$ cat src/rtl/acc_cpu_pkg.sv
`timescale 1ns/1ps
package acc_cpu_pkg;

  typedef enum logic [3:0] {
    S_F_MAR, S_F_RD, S_F_MDR, S_F_IR, S_F_PC,
    S_DEC,
    S_E_RD, S_E_MDR, S_E_ACC,
    S_E_SMDR, S_E_WR,
    S_HALT
  } step_e;

  localparam logic [3:0] OPC_LOAD  = 4'h1;
  localparam logic [3:0] OPC_ADD   = 4'h2;
  localparam logic [3:0] OPC_STORE = 4'h3;
  localparam logic [3:0] OPC_HALT  = 4'hF;

  // one-hot-ish micro-op enables, one step per cycle
  typedef struct packed {
    logic mar_from_pc;
    logic mar_from_opd;
    logic mdr_from_mem;
    logic mdr_from_acc;
    logic ir_load;
    logic pc_inc;
    logic acc_load;
    logic acc_add;
    logic rd;
    logic wr;
    logic halted;
  } uop_t;

endpackage

$ cat src/rtl/acc_cpu_alu.sv
`timescale 1ns/1ps
module acc_cpu_alu #(
  parameter int W = 16
) (
  input  logic [W-1:0] acc_i,
  input  logic [W-1:0] opd_i,
  input  logic         add_i,
  output logic [W-1:0] res_o
);
  always_comb res_o = add_i ? (acc_i + opd_i) : opd_i;
endmodule

$ cat src/rtl/acc_cpu_seq.sv
`timescale 1ns/1ps
module acc_cpu_seq
  import acc_cpu_pkg::*;
#(
  parameter int OPC_W = 4
) (
  input  logic             clk_i,
  input  logic             rst_ni,
  input  logic [OPC_W-1:0] opcode_i,
  output uop_t             uop_o
);
  step_e step_q, step_d;
  logic  is_ld, is_add, is_st, is_hlt;

  always_comb begin
    is_ld  = (opcode_i == OPC_W'(OPC_LOAD));
    is_add = (opcode_i == OPC_W'(OPC_ADD));
    is_st  = (opcode_i == OPC_W'(OPC_STORE));
    is_hlt = (opcode_i == OPC_W'(OPC_HALT));
  end

  always_ff @(posedge clk_i or negedge rst_ni) begin
    if (!rst_ni) step_q <= S_F_MAR;
    else         step_q <= step_d;
  end

  always_comb begin
    step_d = step_q;
    unique case (step_q)
      S_F_MAR:  step_d = S_F_RD;
      S_F_RD:   step_d = S_F_MDR;
      S_F_MDR:  step_d = S_F_IR;
      S_F_IR:   step_d = S_F_PC;
      S_F_PC:   step_d = S_DEC;
      S_DEC: begin
        if (is_ld || is_add) step_d = S_E_RD;
        else if (is_st)      step_d = S_E_SMDR;
        else if (is_hlt)     step_d = S_HALT;
        else                 step_d = S_F_MAR;
      end
      S_E_RD:   step_d = S_E_MDR;
      S_E_MDR:  step_d = S_E_ACC;
      S_E_ACC:  step_d = S_F_MAR;
      S_E_SMDR: step_d = S_E_WR;
      S_E_WR:   step_d = S_F_MAR;
      S_HALT:   step_d = S_HALT;
      default:  step_d = S_F_MAR;
    endcase
  end

  always_comb begin
    uop_o = '0;
    unique case (step_q)
      S_F_MAR:  uop_o.mar_from_pc  = 1'b1;
      S_F_RD:   uop_o.rd           = 1'b1;
      S_F_MDR:  uop_o.mdr_from_mem = 1'b1;
      S_F_IR:   uop_o.ir_load      = 1'b1;
      S_F_PC:   uop_o.pc_inc       = 1'b1;
      S_DEC:    uop_o.mar_from_opd = is_ld | is_add | is_st;
      S_E_RD:   uop_o.rd           = 1'b1;
      S_E_MDR:  uop_o.mdr_from_mem = 1'b1;
      S_E_ACC: begin
        uop_o.acc_load = 1'b1;
        uop_o.acc_add  = is_add;
      end
      S_E_SMDR: uop_o.mdr_from_acc = 1'b1;
      S_E_WR:   uop_o.wr           = 1'b1;
      S_HALT:   uop_o.halted       = 1'b1;
      default:  uop_o = '0;
    endcase
  end
endmodule

$ cat src/rtl/acc_cpu_dp.sv
`timescale 1ns/1ps
module acc_cpu_dp
  import acc_cpu_pkg::*;
#(
  parameter int DATA_W = 16,
  parameter int OPC_W  = 4,
  localparam int ADDR_W = DATA_W - OPC_W
) (
  input  logic              clk_i,
  input  logic              rst_ni,
  input  uop_t              uop_i,
  input  logic [DATA_W-1:0] rdata_i,
  output logic [OPC_W-1:0]  opcode_o,
  output logic [ADDR_W-1:0] mar_o,
  output logic [DATA_W-1:0] mdr_o,
  output logic [ADDR_W-1:0] pc_o
);
  logic [ADDR_W-1:0] pc_q, mar_q;
  logic [DATA_W-1:0] ir_q, mdr_q, acc_q, alu_res;

  acc_cpu_alu #(.W(DATA_W)) i_alu (
    .acc_i (acc_q),
    .opd_i (mdr_q),
    .add_i (uop_i.acc_add),
    .res_o (alu_res)
  );

  always_ff @(posedge clk_i or negedge rst_ni) begin
    if (!rst_ni) begin
      pc_q  <= '0;
      ir_q  <= '0;
      mar_q <= '0;
      mdr_q <= '0;
      acc_q <= '0;
    end else begin
      if (uop_i.mar_from_pc)       mar_q <= pc_q;
      else if (uop_i.mar_from_opd) mar_q <= ir_q[ADDR_W-1:0];
      if (uop_i.mdr_from_mem)      mdr_q <= rdata_i;
      else if (uop_i.mdr_from_acc) mdr_q <= acc_q;
      if (uop_i.ir_load)           ir_q  <= mdr_q;
      if (uop_i.pc_inc)            pc_q  <= pc_q + 1'b1;
      if (uop_i.acc_load)          acc_q <= alu_res;
    end
  end

  assign opcode_o = ir_q[DATA_W-1 -: OPC_W];
  assign mar_o    = mar_q;
  assign mdr_o    = mdr_q;
  assign pc_o     = pc_q;
endmodule

$ cat src/rtl/acc_cpu_core.sv
`timescale 1ns/1ps
module acc_cpu_core
  import acc_cpu_pkg::*;
#(
  parameter int DATA_W = 16,
  parameter int OPC_W  = 4,
  localparam int ADDR_W = DATA_W - OPC_W
) (
  input  logic              clk_i,
  input  logic              rst_ni,
  output logic [ADDR_W-1:0] mem_addr_o,
  output logic              mem_rd_o,
  output logic              mem_wr_o,
  output logic [DATA_W-1:0] mem_wdata_o,
  input  logic [DATA_W-1:0] mem_rdata_i,
  output logic              halted_o
);
  uop_t              uop;
  logic [OPC_W-1:0]  opcode;
  logic [ADDR_W-1:0] pc_q;

  acc_cpu_seq #(.OPC_W(OPC_W)) i_seq (
    .clk_i    (clk_i),
    .rst_ni   (rst_ni),
    .opcode_i (opcode),
    .uop_o    (uop)
  );

  acc_cpu_dp #(.DATA_W(DATA_W), .OPC_W(OPC_W)) i_dp (
    .clk_i    (clk_i),
    .rst_ni   (rst_ni),
    .uop_i    (uop),
    .rdata_i  (mem_rdata_i),
    .opcode_o (opcode),
    .mar_o    (mem_addr_o),
    .mdr_o    (mem_wdata_o),
    .pc_o     (pc_q)
  );

  assign mem_rd_o = uop.rd;
  assign mem_wr_o = uop.wr;
  assign halted_o = uop.halted;
endmodule

$ cat config.mk
export PLATFORM = sky130hd
export DESIGN_NAME = acc_cpu_core
export DESIGN_NICKNAME = d
export VERILOG_FILES = /design/src/rtl/acc_cpu_pkg.sv /design/src/rtl/acc_cpu_alu.sv /design/src/rtl/acc_cpu_seq.sv /design/src/rtl/acc_cpu_dp.sv /design/src/rtl/acc_cpu_core.sv
export SDC_FILE = /design/constraint.sdc
export NUM_CORES = 1
export LEC_CHECK = 0
export ABC_AREA = 1
export ABC_CLOCK_PERIOD_IN_PS = 2650
export CAP_MARGIN = 30
export CORE_UTILIZATION = 55
export CTS_CLUSTER_SIZE = 30
export DETAILED_ROUTE_END_ITERATION = 8
export PLACE_DENSITY_LB_ADDON = 0.12
export SYNTH_ARGS = -nofsm -noshare
export SYNTH_HDL_FRONTEND = slang
export SYNTH_SLANG_ARGS = --single-unit
$ cat constraint.sdc
create_clock -name clk_i -period 2.65 [get_ports clk_i]
set_input_delay 0.53 -clock clk_i [delete_from_list [all_inputs] [get_ports clk_i]]
set_output_delay 0.53 -clock clk_i [all_outputs]
set_load 0.03 [all_outputs]
# [Word level (Yosys, flattened, before mapping)]
# Cells that the tools add are included.
# Widths: inputs -> output; s select.
[totals] inputBits=18 romBits=0 latch_bits=0 mem_count=0 register_bits=76 ram_bits=0
[classes] n_div=0 shifts=0 n_mul=0 n_addsub=2 bitwise=2 n_eq_ne=15 magnitude_cmp=0 reduce_logical=6 mux=19
[op_table] op="$mux 16" count=3
[op_table] op="$pmux 4 s10" count=1
[op_table] op="$mux 12" count=2
[op_table] op="$eq 4x4->1 const B" count=5
[op_table] op="$add 16x16->16" count=1
[op_table] op="$eq 4x2->1 const B" count=4
[op_table] op="$eq 4x3->1 const B" count=4
[op_table] op="$add 12x1->12 const B" count=1
[op_table] op="$mux 4" count=3
[op_table] op="$mux 1" count=9
[op_table] op="$eq 4x1->1 const B" count=2
[op_table] op="$logic_not 4->1" count=1
[op_table] op="$reduce_bool 2->1" count=2
[op_table] op="$reduce_or 2->1" count=2
[op_table] op="$mux 2" count=1
[op_table] op="$or 1x1->1" count=2
[op_table] op="$logic_or 1x1->1" count=1

# [Logic depth before layout (Yosys ltp)]
# Gate-level depths: netlist (run 1).
[depth] word_depth=6 mapped_depth=11 mapped_depth_nobuf=11

# [Modules after synthesis]
# From an unflattened synthesis (run 1), not the netlist that was laid out.
[hier_totals] hier_cells=603 area_unflattened_um2=4559.4
[modules_own_cells] mod="acc_cpu_dp" cells_per_inst=319 n_inst=1 area_each_um2=3119.2
[modules_own_cells] mod="acc_cpu_alu" cells_per_inst=221 n_inst=1 area_each_um2=1088.5
[modules_own_cells] mod="acc_cpu_seq" cells_per_inst=63 n_inst=1 area_each_um2=351.6

# [Least setup slack after synthesis (run 1)]
# OpenSTA, ideal clock, no wires.
[synth_path] path_kind="flip-flop to flip-flop" start="register i_dp.mdr_q[0], in the netlist i_dp.mdr_o[0]" end="register i_dp.acc_q[14]" n_path_buf=0 synth_period_minus_slack_ps=1916 required_ps=2533 path_slack_ps=734 path_stages_with_launch=11 t_arrival_ps=1798 setup_ps=117 cell_sequence="dfrtp_1 ha_1 fa_1 nand3_1 nand3_1 nand2_1 nand2_1 nand3_1 nand3_1 nand3_1 nand2_1"
[synth_between] elab_chain_cells=2
[synth_lines] element="start, declared" line="acc_cpu_dp.sv:19" text="logic [DATA_W-1:0] ir_q, mdr_q, acc_q, alu_res;"
[synth_lines] element="start signal, assigned" line="acc_cpu_dp.sv:38" text="if (uop_i.mdr_from_mem) mdr_q <= rdata_i;"
[synth_lines] element="start signal, assigned" line="acc_cpu_dp.sv:39" text="else if (uop_i.mdr_from_acc) mdr_q <= acc_q;"
[synth_lines] element="$add 16x16->16" line="acc_cpu_alu.sv:10" text="always_comb res_o = add_i ? (acc_i + opd_i) : opd_i;"
[synth_lines] element="$mux 16" line="acc_cpu_alu.sv:10"
[synth_lines] element="end signal, assigned" line="acc_cpu_dp.sv:42" text="if (uop_i.acc_load) acc_q <= alu_res;"
[synth_lines] element="end, declared" line="acc_cpu_dp.sv:19"
# No other way between the ends.
# A chain may end at the register's enable or synchronous reset.

# [Worst setup path after layout (run 1)]
[layout_path] start="register i_seq.step_q[3]" end="output port mem_wr_o"
[layout_between] elab_chain_cells=2
[layout_lines] element="start, declared" line="acc_cpu_seq.sv:12" text="step_e step_q, step_d;"
[layout_lines] element="start signal, assigned" line="acc_cpu_seq.sv:24" text="else step_q <= step_d;"
[layout_lines] element="$eq 4x4->1" line="acc_cpu_seq.sv:53" text="unique case (step_q)"
[layout_lines] element="$mux 1" line="acc_cpu_seq.sv:53"
[layout_lines] element="end, declared" line="acc_cpu_core.sv:13" text="output logic mem_wr_o,"
# No other way between the ends.

==> metrics, run 1 <==
status complete, no violations; largest net degree at the start of global routing 77; area occupied by multi-input gates 2020 um^2; R2R depth 10; Reg power frac ~30%; Worst VDD drop 0.731 mV; io pins 49; min Tclk post-route approximately 2500 ps; top_reg_cell synth dfrtp_1; P_int 3.64 mW; Max Cap Viol 0; required time worst endpoint 2120 ps; combinational power share 53.7%; fraction of layout cells with a size suffix above 1 6.84%; top post-synthesis cells by area dfrtp_1, nand2_1, inv_1; top post-synthesis cells by count nand2_1, dfrtp_1, inv_1; number of buffers added on ports 48; Worst Tran Pin Value 702 ps; Syn. warnings 0; first-pass GRT wire length around 17000 um; reg2reg setup slack roughly 680 ps; Area after DPL 4850 um^2; min-delay worst type register to register; Post-Syn Area ~4300 um^2; Clock power frac 16.0%; Tot Pwr between 6 and 7 mW; Detailed Route WL 10400 um; post-DR wirelength/cell about 15 um; H-Tree Depth 3; crit-path max FO 4; Async S/R FF share, synth 100%; GRT overflow 0; crit share post-route 94.1%; setup repair bufs after CTS 0; worst skew pair latency 350 ps; fmax about 0.4 GHz; Die Height around 90 um; hold depth 1; CTS Sinks 76; Tot GR Track Use 26.2%; # fillers 597; PwrDens 1340 nW/um^2; # setup viols final 0; worst endpoint data arrival time 1960 ps; diode count 0; top cell type by total area after synthesis dfrtp_1; library cells used by synthesis 30; number of synthesized flops with an enable pin 0; Worst R2R End i_dp.acc_q[14]$_DFFE_PN0N_; CTS clock-pin slew for the worst setup and hold paths 90 ps; Area growth syn-to-layout 19.6%; post-route ant nets 0; starting density of the core 58.0%; core area between 7000 and 8000 um^2; setup TNS 0 ps; Crit Path Category register to output pin; Die ar. 8170 um^2; Die Width 90.4 um; drt drc 0; Num CTS Buffers 9; clk buf depth 2; DR iter-0 viols about 220; gpl congestion 0.936; Worst Hold End i_dp.pc_o[11]$_DFFE_PN0P_; Max Slew Vio Count 0; final core occ 69.4%; final net count approximately 630; reg2reg start i_dp.mdr_o[0]$_DFFE_PN0P_; vias per cell 5.46; CTS tree done; Mean Syn Cell Area 7.89 um^2; CP Capture Type output pin; Yosys top cell area share 44.2%; Syn Nets slightly below 600; Max Clock Skew 7.59 ps; Net Switching 3.24 mW; initial antenna violation count 0; #FFs+latches synth 76; cell area after layout 5140 um^2; cell with the most instances after synthesis nand2_1; relative max-transition margin a little over half; vias in the first global route 3523; Final Hold Viols 0; crit start category register; Root Buffer clkbuf_8; HP Start i_dp.pc_o[11]$_DFFE_PN0P_; cell count after synthesis roughly 550; Seq/Total Area, Yosys 44.2%; DR vias 3813; dpl hpwl 7450 um; LEAKAGE 2.48 nW; Sw Share 47.1%; # rows 31; FF+latch area 1900 um^2; RSZ-0062 raised after global routing no; Initial DRT Pass Iterations 5
-- routing by layer --
metal | vias up | part of all wire (%) | GRT usage [%]
li1 | 1881 | - | -
met1 | 1779 | 46 | 37.2
met2 | 134 | 48 | 41.5
met3 | 19 | 4.9 | 3.11
met4 | 0 | 1.5 | 9.68
met5 | - | 0 | 0
-- cells in the final DEF (no fill, tap or decap), types with 2 or more instances in the layout --
master	netlist	layout
nand2_1	139	139
dfrtp_1	76	75
inv_1	72	72
clkdlybuf4s50_1	0	46
o21ai_0	44	44
nand3_1	40	40
nor2_1	39	39
a21oi_1	19	19
o221ai_1	17	17
ha_1	16	16
a31oi_1	12	12
xnor2_1	10	10
clkbuf_8	0	9
xor2_1	8	8
inv_2	7	7
nand4_1	6	6
nor3_1	5	5
buf_4	3	5
nand2_2	3	3
nor2_4	3	3
and2_1	3	3
bufinv_16	0	3
nor2_8	2	2
inv_6	0	2
clkinvlp_4	0	2
-- worst max-delay path by stage --
stage,start,to,slack [ps],cells after the start
after global placement,i_seq.step_q[0]$_DFF_PN0_,mem_rd_o,500,5
after floorplan,i_dp.mdr_o[0]$_DFFE_PN0P_,i_dp.acc_q[14]$_DFFE_PN0N_,730,10
final,i_seq.step_q[3]$_DFF_PN0_,mem_wr_o,160,5
after detailed placement,i_seq.step_q[0]$_DFF_PN0_,mem_rd_o,420,5
after CTS,i_seq.step_q[0]$_DFF_PN0_,mem_rd_o,30,5
after global routing,i_seq.step_q[3]$_DFF_PN0_,mem_wr_o,60,5
-- kinds of logic (layout without fill, tap and decap cells) --
group / Yosys count / after routing / share of synthesized area (%)
buf+inv: 95 / 149 / 8.70
xor+xnor: 18 / 18 / 3.67
flops: 76 / 76 / 44.2
fa+ha+maj: 17 / 17 / 5.12
simple gates: 244 / 244 / 25.2
compound gates: 95 / 95 / 13.1
-- final cells by class --
| cell class | instances | share of cell area, % |
|---|---|---|
| Multi-Input combinational cell | 374 | 39.4 |
| Tap cell | 99 | 2.41 |
| Inverter | 79 | 5.77 |
| Clock buffer | 9 | 2.41 |
| Clock inverter | 7 | 2.39 |
| Sequential cell | 76 | 37.0 |
| Timing Repair Buffer | 54 | 10.7 |
-- flip-flops by register name (all words and copies together), names as in the netlist --
signal,cells
i_dp.mdr_o,16
i_dp.acc_q,16
i_seq.step_q,4
i_dp.ir_q,16
i_dp.pc_o,12
i_dp.mar_o,12
-- timing repair --
action                     in CTS  in global routing
gates resized for setup         0                  2
hold endpoints to repair        0                  3
setup endpoints to repair       0                  1
hold buffers                    0                  1
-- critical path, stage by stage (launching register included) --
cell and delay [ps]:
dfrtp_1 410, inv_2 80, nor2_1 170, inv_1 120
nor3_1 150, clkdlybuf4s50_1 690
-- stage by stage --
stage          cells  hold slack [ps]  setup WS (ps)
2_1_floorplan    545              234            734
3_3_place_gp     680              460            504
3_5_place_dp     680              469            415
4_1_cts          696              367           26.4
5_1_grt          698              489           64.6
6_report         698              477            156
-- power by group through the flow --
stage          Sequential [mW]  Combinational (mW)  Clock (mW)
2_1_floorplan             2.40                2.23           0
3_3_place_gp              2.07                3.57           0
3_5_place_dp              2.10                3.65           0
4_1_cts                   2.08                3.67        1.10
5_1_grt                   2.15                4.08        1.15
6_report                  2.08                3.69        1.10
No activity file was read; power rests on OpenSTA's default activity.
==> run 2, diff against run 1 <==
--- a/config.mk
+++ b/config.mk
@@ -5,13 +5,13 @@
 export SDC_FILE = /design/constraint.sdc
 export NUM_CORES = 1
 export LEC_CHECK = 0
-export ABC_AREA = 1
 export ABC_CLOCK_PERIOD_IN_PS = 2650
 export CAP_MARGIN = 30
 export CORE_UTILIZATION = 55
 export CTS_CLUSTER_SIZE = 30
 export DETAILED_ROUTE_END_ITERATION = 8
 export PLACE_DENSITY_LB_ADDON = 0.12
+export SLEW_MARGIN = 20
 export SYNTH_ARGS = -nofsm -noshare
 export SYNTH_HDL_FRONTEND = slang
 export SYNTH_SLANG_ARGS = --single-unit
==> run 2 against run 1 <==
  * Clock power increased by 8%
  * Via count down 13%
  * Maximum frequency shrank 0.82%
  * Routed wire length shrank 8.9%
  * Setup slack worse by 21 ps
  * Critical path depth rose by 3
  * Non-clock buffer count up 12
  * Critical path type is now register to register
  * Highest routed layer unchanged
==> metrics, run 2 <==
LEAKAGE 2.21 nW (was 2.48 nW); vias per cell 5.74 (was 5.46); RSZ-0062 raised after global routing no (unchanged); diode count 0 (unchanged); number of synthesized flops with an enable pin 0 (unchanged); top cell type by total area after synthesis dfrtp_1 (unchanged); status complete, no violations (unchanged); dpl hpwl 6640 um (was 7450 um); worst endpoint data arrival time 2800 ps (was 1960 ps); Root Buffer clkbuf_8 (unchanged); top post-synthesis cells by count dfrtp_1, nand2_1, o21ai_0 (was nand2_1, dfrtp_1, inv_1); commonest cells after routing, fill and taps aside dfrtp_1, nand2_1, clkdlybuf4s50_1 (was nand2_1, dfrtp_1, inv_1); Seq/Total Area, Yosys 45.9% (was 44.2%); crit start category register (unchanged); Crit Path Category register to register (was register to output pin); worst skew pair latency 350 ps (about the same); number of buffers added on ports 48 (unchanged); #FFs+latches synth 76 (unchanged); drt drc 0 (unchanged); Detailed Route WL 9440 um (was 10400 um); setup TNS 0 ps (unchanged); min Tclk post-route 2510 ps (was 2490 ps); Worst VDD drop 0.640 mV (was 0.731 mV); top post-synthesis cells by area dfrtp_1, mux2i_1, o21ai_0 (was dfrtp_1, nand2_1, inv_1); Worst Tran Pin Value 841 ps (was 702 ps); most common cell after layout, fill and taps aside dfrtp_1 (was nand2_1); DR vias 3313 (was 3813); post-route ant nets 0 (unchanged); gpl congestion 0.915 (was 0.936); CP startpoint i_dp.acc_q[0]$_DFFE_PN0N_ (was i_seq.step_q[3]$_DFF_PN0_); Async S/R FF share, synth 100% (unchanged); library cells used by synthesis 51 (was 30); cell count after synthesis 415 (was 545); Num CTS Buffers 9 (unchanged); Final Hold Viols 0 (unchanged); reg2reg start i_dp.acc_q[0]$_DFFE_PN0N_ (was i_dp.mdr_o[0]$_DFFE_PN0P_); CTS tree done (unchanged); CTS Sinks 76 (unchanged); Max Cap Viol 0 (unchanged); H-Tree Depth 3 (unchanged); io pins 49 (unchanged); hold_buf cts 0 (unchanged); Tot GR Track Use 26.6% (was 26.2%); starting density of the core 57.2% (was 58.0%); Die ar. 7890 um^2 (was 8170 um^2); # rows 31 (unchanged); Die Width 88.8 um (was 90.4 um); Yosys top cell area share 45.9% (was 44.2%); CTS clock-pin slew for the worst setup and hold paths 80 ps (was 90 ps); Tot Pwr 6.87 mW (was 6.88 mW); Die Height 88.8 um (was 90.4 um); crit share post-route 94.9% (was 94.1%); # setup viols final 0 (unchanged); clk buf depth 2 (unchanged); PwrDens 1350 nW/um^2 (was 1340 nW/um^2); CP Capture Type register (was output pin); Initial DRT Pass Iterations 5 (unchanged); Area growth syn-to-layout 22.6% (was 19.6%); initial antenna violation count 0 (unchanged); required time worst endpoint 2930 ps (was 2120 ps); Max Clock Skew 7.90 ps (was 7.59 ps); top_reg_cell synth dfrtp_1 (unchanged); Syn. warnings 0 (unchanged); fraction of layout cells with a size suffix above 1 14.0% (was 6.84%); relative max-transition margin 43.2% (was 53.1%); post-DR wirelength/cell 16.4 um (was 14.8 um); final net count 508 (was 629); Max Slew Vio Count 0 (unchanged); Post-Syn Area 4150 um^2 (was 4300 um^2); crit-path max FO 3 (was 4); first-pass GRT wire length 15700 um (was 17000 um); min-delay worst type input pin to asynchronous set/reset pin (was register to register); vias in the first global route 3223 (was 3523); fmax 0.398 GHz (was 0.401 GHz); GRT overflow 0 (unchanged); DR iter-0 viols 129 (was 216); Syn Nets 450 (was 580); Mean Syn Cell Area 9.99 um^2 (was 7.89 um^2); core area 7250 um^2 (was 7410 um^2); largest net degree at the start of global routing 45 (was 77); cell with the most instances after synthesis dfrtp_1 (was nand2_1)
[run 2: cells by family (layout without fill, tap and decap cells)]
kind of cell               count (synthesis)  after routing  share of synthesized area (%)
and+or+nand+nor                          128            128                           15.0
AOI/OAI and AO/OA                        102            102                           15.0
DFF                                       76             76                           45.9
muxes                                     48             48                           12.1
buffers and inverters                     24             87                           2.50
xor gates and xnor gates                  20             20                           4.22
adders and majority gates                 17             17                           5.31
[run 2: layer usage]
layer / track usage [%] / vias to the layer above / wire length, um
li1: - / 1601 / -
met1: 34.5 / 1619 / 4240
met2: 44.5 / 77 / 4700
met3: 5.22 / 16 / 355
met4: 9.09 / 0 / 140
met5: 0 / - / 0
[run 2: worst max-delay path, stage by stage (launching register included)]
cell      delay, ps
dfrtp_1         400
ha_1            230
fa_1            410
a21o_2          250
a311oi_2        320
nor4_1          120
o31a_1          290
or3_1           320
a21oi_2         110
[run 2: area by class of cell]
| cell class | instances | area, um^2 |
|---|---|---|
| fillers | 576 | 2170 |
| multi-input cells | 315 | 2150 |
| flip-flops and latches | 76 | 1900 |
| repair buffers | 66 | 616 |
| clock inverters | 7 | 145 |
| clock buffers | 9 | 124 |
| well taps | 99 | 124 |
| inverters | 5 | 18.8 |
[run 2: per-stage QoR]
stage / cells / instance area [um^2] / hold slack, ps / util (%) / setup WS [ps]
after floorplan: 415 / 4150 / 234 / - / 26.2
after global placement: 561 / 4810 / 462 / 66.3 / 205
after detailed placement: 561 / 4810 / 462 / 66.3 / 157
after CTS: 577 / 5080 / 181 / 70.1 / 4.82
after global routing: 577 / 5090 / 204 / 70.1 / 7.88
final: 577 / 5090 / 159 / 70.1 / 136
[run 2: path summary, 6_finish.rpt]
check	end	slack, ps	cells past startpoint
max	i_dp.acc_q[12]$_DFFE_PN0N_	140	8
min	i_seq.step_q[0]$_DFF_PN0_	160	1
max reg2reg	i_dp.acc_q[12]$_DFFE_PN0N_	140	8
min reg2reg	i_dp.pc_o[11]$_DFFE_PN0P_	480	1
max in group asynchronous	i_dp.pc_o[7]$_DFFE_PN0P_	1830	2
min in group clk_i	i_dp.pc_o[11]$_DFFE_PN0P_	480	1
[run 2: report_power, final]
part	leakage [nW]	switching, mW	internal, mW
sequential	0.961	0.527	1.65
clock	0.130	0.460	0.727
combinational	1.12	1.94	1.57
[run 2: what timing repair did]
action	4_1_cts	5_1_grt
buffers inserted	0	0
gates resized for setup	1	2
endpoints found under the setup margin	1	3
pin swaps	0	0
